File: src/rtl/hp_rint_pkg.sv
package hp_rint_pkg;

   typedef enum logic [2:0] {
      RND_TIE_EVEN = 3'd0,
      RND_UP       = 3'd1,
      RND_DOWN     = 3'd2,
      RND_TRUNC    = 3'd3,
      RND_TIE_AWAY = 3'd4
   } rnd_mode_e;

   localparam logic [6:0] SEL_NEAREST = 7'h18;
   localparam logic [6:0] SEL_FLOOR   = 7'h19;
   localparam logic [6:0] SEL_CEIL    = 7'h38;
   localparam logic [6:0] SEL_TRUNC   = 7'h39;
   localparam logic [6:0] SEL_AWAY    = 7'h58;
   localparam logic [6:0] SEL_DYN_EX  = 7'h59;
   localparam logic [6:0] SEL_DYN     = 7'h79;

   function automatic rnd_mode_e dyn_to_mode(input logic [1:0] code);
      case (code)
         2'b00:   return RND_TIE_EVEN;
         2'b01:   return RND_UP;
         2'b10:   return RND_DOWN;
         default: return RND_TRUNC;
      endcase
   endfunction

   // Increment decision for a magnitude with discarded bits.
   function automatic logic want_increment(input rnd_mode_e m, input logic neg,
                                           input logic lost, input logic above,
                                           input logic tie, input logic lsb);
      case (m)
         RND_TIE_EVEN: return above | (tie & lsb);
         RND_TIE_AWAY: return above | tie;
         RND_UP:       return lost & ~neg;
         RND_DOWN:     return lost & neg;
         default:      return 1'b0;
      endcase
   endfunction

endpackage

File: src/rtl/hp_rint_decode.sv
module hp_rint_decode
   import hp_rint_pkg::*;
#(
   parameter int SEL_W = 7
) (
   input  logic [SEL_W-1:0] sel,
   input  logic             scalar,
   input  logic [1:0]       dyn_mode,
   output rnd_mode_e        mode,
   output logic             exact,
   output logic             unalloc
);

   if (SEL_W != 7) begin : g_bad_sel_w
      $error("hp_rint_decode: SEL_W must be 7");
   end

   logic allocated;

   always_comb begin
      mode      = RND_TIE_EVEN;
      exact     = 1'b0;
      allocated = 1'b1;
      case (sel)
         SEL_NEAREST: mode = RND_TIE_EVEN;
         SEL_FLOOR:   mode = RND_DOWN;
         SEL_CEIL:    mode = RND_UP;
         SEL_TRUNC:   mode = RND_TRUNC;
         SEL_AWAY:    mode = RND_TIE_AWAY;
         SEL_DYN_EX: begin
            mode  = dyn_to_mode(dyn_mode);
            exact = 1'b1;
         end
         SEL_DYN:     mode = dyn_to_mode(dyn_mode);
         default:     allocated = 1'b0;
      endcase
      unalloc = ~allocated | scalar;
   end

endmodule

File: src/rtl/hp_rint_core.sv
module hp_rint_core
   import hp_rint_pkg::*;
#(
   parameter int EXP_W = 5,
   parameter int MAN_W = 10
) (
   input  logic [EXP_W+MAN_W:0] op,
   input  rnd_mode_e            mode,
   output logic [EXP_W+MAN_W:0] res,
   output logic                 invalid,
   output logic                 lost
);

   localparam int W       = EXP_W + MAN_W + 1;
   localparam int MAG_W   = W - 1;
   localparam int BIAS    = (1 << (EXP_W - 1)) - 1;
   localparam int INT_EXP = BIAS + MAN_W;
   localparam logic [MAG_W-1:0] ONE_MAG = MAG_W'(BIAS) << MAN_W;
   localparam logic [MAG_W-1:0] QUIET   = MAG_W'(1) << (MAN_W - 1);

   if (EXP_W < 3 || MAN_W < 2) begin : g_bad_fmt
      $error("hp_rint_core: format too narrow");
   end

   logic             sgn;
   logic [EXP_W-1:0] ex;
   logic [MAN_W-1:0] fr;
   logic [MAG_W-1:0] mag;
   logic [MAG_W-1:0] low_mask;
   logic [MAG_W-1:0] rem;
   logic [MAG_W-1:0] half;
   logic [MAG_W-1:0] step;
   logic             inc;
   int               fb;

   assign sgn = op[W-1];
   assign ex  = op[W-2:MAN_W];
   assign fr  = op[MAN_W-1:0];
   assign mag = op[MAG_W-1:0];

   always_comb begin
      res      = op;
      invalid  = 1'b0;
      lost     = 1'b0;
      inc      = 1'b0;
      fb       = 1;
      low_mask = '0;
      rem      = '0;
      half     = '0;
      step     = '0;
      if (&ex) begin
         if (fr != '0) begin
            invalid = ~fr[MAN_W-1];
            res     = {sgn, mag | QUIET};
         end
      end else if (int'(ex) >= INT_EXP) begin
         res = op;
      end else if (int'(ex) < BIAS) begin
         if (mag != '0) begin
            lost = 1'b1;
            inc  = want_increment(mode, sgn, 1'b1,
                                  (int'(ex) == BIAS - 1) && (fr != '0),
                                  (int'(ex) == BIAS - 1) && (fr == '0),
                                  1'b0);
            res  = {sgn, inc ? ONE_MAG : '0};
         end
      end else begin
         fb       = INT_EXP - int'(ex);
         low_mask = ~({MAG_W{1'b1}} << fb);
         rem      = mag & low_mask;
         half     = MAG_W'(1) << (fb - 1);
         step     = MAG_W'(1) << fb;
         lost     = rem != '0;
         inc      = want_increment(mode, sgn, lost, rem > half, rem == half,
                                   |(mag & step));
         res      = {sgn, (mag & ~low_mask) + (inc ? step : '0)};
      end
   end

endmodule

File: src/rtl/hp_rint_unit.sv
module hp_rint_unit
   import hp_rint_pkg::*;
#(
   parameter int EXP_W   = 5,
   parameter int MAN_W   = 10,
   parameter int SEL_W   = 7,
   parameter bit OUT_REG = 1'b1
) (
   input  logic                 clk,
   input  logic                 rst_n,
   input  logic                 in_valid,
   input  logic [EXP_W+MAN_W:0] in_operand,
   input  logic [SEL_W-1:0]     in_sel,
   input  logic                 in_scalar,
   input  logic [1:0]           in_dyn_mode,
   output logic                 out_valid,
   output logic [EXP_W+MAN_W:0] out_result,
   output logic                 out_invalid,
   output logic                 out_inexact,
   output logic                 out_unalloc
);

   localparam int W = EXP_W + MAN_W + 1;

   rnd_mode_e      mode;
   logic           exact;
   logic           unalloc;
   logic [W-1:0]   core_res;
   logic           core_inv;
   logic           core_lost;
   logic [W-1:0]   nxt_res;
   logic           nxt_inv;
   logic           nxt_inx;

   hp_rint_decode #(.SEL_W(SEL_W)) dec_i (
      .sel      (in_sel),
      .scalar   (in_scalar),
      .dyn_mode (in_dyn_mode),
      .mode     (mode),
      .exact    (exact),
      .unalloc  (unalloc)
   );

   hp_rint_core #(.EXP_W(EXP_W), .MAN_W(MAN_W)) core_i (
      .op      (in_operand),
      .mode    (mode),
      .res     (core_res),
      .invalid (core_inv),
      .lost    (core_lost)
   );

   assign nxt_res = unalloc ? '0 : core_res;
   assign nxt_inv = ~unalloc & core_inv;
   assign nxt_inx = ~unalloc & exact & core_lost;

   if (OUT_REG) begin : g_reg
      always_ff @(posedge clk or negedge rst_n) begin
         if (!rst_n) begin
            out_valid   <= 1'b0;
            out_result  <= '0;
            out_invalid <= 1'b0;
            out_inexact <= 1'b0;
            out_unalloc <= 1'b0;
         end else begin
            out_valid <= in_valid;
            if (in_valid) begin
               out_result  <= nxt_res;
               out_invalid <= nxt_inv;
               out_inexact <= nxt_inx;
               out_unalloc <= unalloc;
            end
         end
      end
   end else begin : g_comb
      assign out_valid   = in_valid;
      assign out_result  = nxt_res;
      assign out_invalid = nxt_inv;
      assign out_inexact = nxt_inx;
      assign out_unalloc = unalloc;
   end

endmodule

File: config.mk
export PLATFORM = sky130hd
export DESIGN_NAME = hp_rint_unit
export DESIGN_NICKNAME = d
export VERILOG_FILES = /design/src/rtl/hp_rint_pkg.sv /design/src/rtl/hp_rint_decode.sv /design/src/rtl/hp_rint_core.sv /design/src/rtl/hp_rint_unit.sv
export SDC_FILE = /design/constraint.sdc
export NUM_CORES = 1
export LEC_CHECK = 0
export BUFFER_PORTS_ARGS = -buffer_cell sky130_fd_sc_hd__buf_2
export CAP_MARGIN = 10
export CORE_AREA = 5 5 79 96
export DETAILED_ROUTE_END_ITERATION = 12
export DIE_AREA = 0 0 84 101
export MAX_ROUTING_LAYER = met4
export PLACE_DENSITY = 0.86
export SLEW_MARGIN = 20
export SYNTH_ARGS = -nofsm -noshare
export SYNTH_HDL_FRONTEND = slang
export SYNTH_SLANG_ARGS = --single-unit
File: constraint.sdc
create_clock -name clk -period 0.8 [get_ports clk]
set_clock_uncertainty 0.15 [all_clocks]
set_input_delay 0.04 -clock clk [delete_from_list [all_inputs] [get_ports clk]]
set_output_delay 0.04 -clock clk [all_outputs]
set_load 0.005 [all_outputs]
==> flow_summary.toml, run 1 <==
[logic_synthesis]
avgSynthCellArea_um2 = 7.42
ys_top_cells_by_count = "nand2_1, nor2_1, ha_1, a21oi_1, o21ai_0"
syn-cell-area_um2 = 3450
synth_area_leader_cell = "ha_1"
syn_inst = 465
synth-seq-cells = 20
synth-edff-count = 0
yosys.area.top_type_share_pct = 15.6
ys_async_sr_fraction_pct = 100
ys_types = 70
synth_top_flop_cell = "dfrtp_1"
yosysWarnings = 0
ys_seq_area_share_pct = 14.5
synth_most_common_cell = "nand2_1"
syn_nets = 538
ys_top_cells_by_area = "ha_1, dfrtp_1, nand2_1"

[floorplan]
io_pins = 49
die_y_um = 101
start_util_pct = 52.2
die_w_um = 84
rows = 33

[timing]
endpoint_type = "register input"
worst_endpoint = "out_result[14]$_DFFE_PN0P_/D"

[place]
place_congestion = 1.07
port_buffers = 48
dpl.cell_count = 730
dp_hpwl_um = 11900

[clocking]
cts_made_buffers = 3
cts_sinks = 20
root_buffer = "clkbuf_8"
htreeDepth = 1
ctsLongestPathBuffers = 2

[status]
stop_error = "[ERROR GRT-0232] Routing congestion too high. Check the congestion heatmap in the GUI."
lastStage = "global routing"
outcome = "did not finish"

[global_routing]
track_usage_pct = 77.5
grt-ovfl-total = 35
grt_start_max_net_pins = 25
[metrics by stage]
stage                     hold slack (ns)  setup WS (ns)  cell area, um2  utilization, %
after CTS                          0.0535          -5.53            5580            84.5
after detailed placement           -0.156          -5.89            4940            74.8
after floorplan                    -0.406          -5.32            3580               -
after global placement             -0.162          -5.33            4940            74.8
[per-layer routing]
layer / track usage [%] / GRT overflow
met4: 76.9 / 8
met5: - / -
met1: 75.5 / 0
met2: 90.9 / 26
met3: 63.5 / 1
[repair_timing]
action | CTS
hold buffers | 2
gates resized for setup | 76
pin swaps | 69
cloned | 0
setup buffers | 30
setup endpoints to repair | 39
endpoints found under the hold margin | 22
[cells by family after synthesis]
logic type / Yosys count / share of synthesized area, %
xor gates and xnor gates: 17 / 4.31
AOI/OAI and AO/OA: 145 / 29.3
DFF: 20 / 14.5
adders and majority gates: 44 / 16.2
and+or+nand+nor: 200 / 30.5
buffers and inverters: 39 / 5.26
==> inputs of run 2 (changes only) <==
Settings changed: CORE_AREA 5 5 79 96 to 5 5 99 101, DIE_AREA 0 0 84 101 to 0 0 104 106, MAX_ROUTING_LAYER met4 to not set, PLACE_DENSITY 0.86 to not set, PLACE_DENSITY_LB_ADDON set to 0.15.
Clock period 0.8 ns to 1 ns, I/O delays scaled along.
==> flow_summary.toml, run 2 <==
[floorplan]
io_pins = 49
start_util_pct = 38.6
die_w_um = 104
core-area_um2 = 8930
rows = 35
die_y_um = 106
dieArea_um2 = 11000

[place]
place_congestion = 0.896
port_buffers = 48
dp_hpwl_um = 10600
dpl.cell_count = 758

[timing]
tightest_slew_ns = 0.928
fmax_ghz = 0.164
maxSlewHeadroom_pct = 37.9
setup_violations = 20
drv_slew = 0
period_share_pct = 611
setup_slack_ns = -5.11
rsz0062_at_grt = "yes"
timing.final.crit_period_ns = 6.11
hold_viol = 0

[worst_hold_path]
holdPathStages = 3
hp-class = "primary input to flip-flop"

[clocking]
root_buffer = "clkbuf_8"
clock_latency_ns = 0.26
ctsLongestPathBuffers = 2
cts_made_buffers = 3
path_clk_slew_ns = 0.08
cts_tree = "built"
cts_sinks = 20
htreeDepth = 1

[logic_synthesis]
ys_async_sr_fraction_pct = 100
synth-edff-count = 0
synth_compound_area_share_pct = 29.3
yosysWarnings = 0
synthSimpleGateAreaFrac_pct = 30.5
synth_top_family_by_area = "simple AND/OR/NAND/NOR gates"
syn_nets = 538
ys_seq_area_share_pct = 14.5
synth-seq-cells = 20
synth_most_common_cell = "nand2_1"
syn_inst = 465
yosys.area_share.adder_pct = 16.2
synth_top_flop_cell = "dfrtp_1"
synthMuxAreaShare_pct = 0
yosys.area.top_type_share_pct = 15.6
ys_top_cells_by_count = "nand2_1, nor2_1, ha_1, a21oi_1, o21ai_0"
ys_top_cells_by_area = "ha_1, dfrtp_1, nand2_1"
synth_area_leader_cell = "ha_1"
ys_types = 70
avgSynthCellArea_um2 = 7.42
synth-xor-area-share_pct = 4.31
syn-cell-area_um2 = 3450

[route]
drt_iter0_markers = 297
topRoutingLayerUsed = "met4"
met3_length_um = 636
route.detailed.drc = 0
dr.pass1.iters = 5
wirelength_um = 14400
via_count = 4510
wl_met1_um = 6280
postRouteAntennaNets = 0
met2_length_um = 7090
viasPerCell = 5.67
routedWlPerCell_um = 18.1

[critical_path]
worstPathArrival_ns = 6.12
reg2reg_slack_ns = 0.11
cpPeakStageDelay_ns = 0.38
critical_path_class = "primary input to flip-flop"
crit_path_top_delay_cell = "fa_2"
crit_required_ns = 1.02
worstRegToRegCells = 2
endpoint_kind = "flip-flop"
crit_top_cell = "buf_4"
cp_max_fo = 5
startpoint_type = "primary input"

[global_routing]
first_global_vias = 4619
grt_start_max_net_pins = 26
grt_pass1_wl_um = 22700
grt-ovfl-total = 0
antenna_found_initial = 0
track_usage_pct = 24.6

[power_and_ir_drop]
seq_power_share_pct = 22.3
powerDensity_nw_per_um2 = 621
clockPowerShare_pct = 22.1
p_comb_share_pct = 55.5
ir_drop_v = 0.000750
power_leakage_nw = 2.76
p_sw_w = 0.00132
intPower_w = 0.00234
switching_share_pct = 36.1

[final_layout]
largest_reg_flops = 16
nets = 759
top_register = "out_result"
final_common_cell = "buf_4"
area_growth_pct = 71.0
mostFrequentLayoutCells = "buf_4, buf_2, nor2_1"
diodes = 0
fin_util_pct = 66.1
finalNonFillerCells = 796
layout-drive-gt1-share_pct = 47.6

[job]
maxCapViolations = 0

[status]
violations = "negative setup slack"
outcome = "finished, violations left"
run 2: path summary, 6_finish.rpt:
| kind | startpoint | end |
|---|---|---|
| worst max-delay path | in_operand[12] | out_result[14] |
| worst min-delay path | in_operand[6] | out_result[6] |
| worst max register to register | out_result[2] | out_result[2] |
| worst min register to register | out_result[8] | out_result[8] |
| max in group asynchronous | rst_n | out_result[13] |
| min in group asynchronous | rst_n | out_result[1] |
run 2: critical path, delay by kind of cell:
kind                     cells  cell delay [ns]
AO/OA/AOI/OAI                9             1.67
XOR/XNOR                     1             0.14
adder cells (fa/ha/maj)      5             1.31
buffers and inverters        6             0.70
AND/OR/NAND/NOR             15             2.24
run 2: cell type report:
type,instances,area [um2]
Clock buffer,3,41.3
Fill cell,771,3030
Multi-Input combinational cell,406,3310
Tap cell,111,139
Inverter,19,82.6
Timing Repair Buffer,236,1800
Clock inverter,1,30.0
Sequential cell,20,500
run 2: what timing repair did:
action / in CTS / in global routing
resized for setup: 69 / 36
gates cloned: 1 / 0
setup endpoints to repair: 21 / 38
setup buffers: 28 / 13
hold buffers: 3 / 0
pin swaps: 64 / 46
hold endpoints to repair: 23 / 0
run 2: power groups by stage:
stage	Clock, W	Combinational, W	Sequential (W)
2_1_floorplan	0	0.000865	0.000836
3_3_place_gp	0	0.00166	0.000835
3_5_place_dp	0	0.00167	0.000834
4_1_cts	0.000845	0.00187	0.000819
5_1_grt	0.000875	0.00219	0.000820
6_report	0.000812	0.00204	0.000819
run 2: stage by stage:
step | hold WS [ns] | TNS [ns] | worst slack, ns | power (W) | instance area, um2
after floorplan | -0.396 | -68.47 | -5.13 | 0.00170 | 3580
after global placement | -0.140 | -72.21 | -5.19 | 0.00249 | 5000
after detailed placement | -0.129 | -74.67 | -5.39 | 0.00251 | 5000
after CTS | 0.0104 | -68.61 | -5.11 | 0.00354 | 5660
after global routing | 0.0586 | -74.98 | -5.49 | 0.00388 | 5900
final | 0.00476 | -69.60 | -5.11 | 0.00367 | 5900
run 2: routing by layer:
metal / vias to the layer above / GRT usage (%)
met3: 30 / 1.94
met5: - / 0
met2: 145 / 43.8
met4: 0 / 7.86
met1: 2173 / 31.5
li1: 2162 / -
run 2: cells by family after synthesis:
family	after synthesis
DFF	20
adders and majority gates	44
buffers and inverters	39
xor gates and xnor gates	17
AOI/OAI and AO/OA	145
and+or+nand+nor	200
Power figures use the tool's default switching activity.
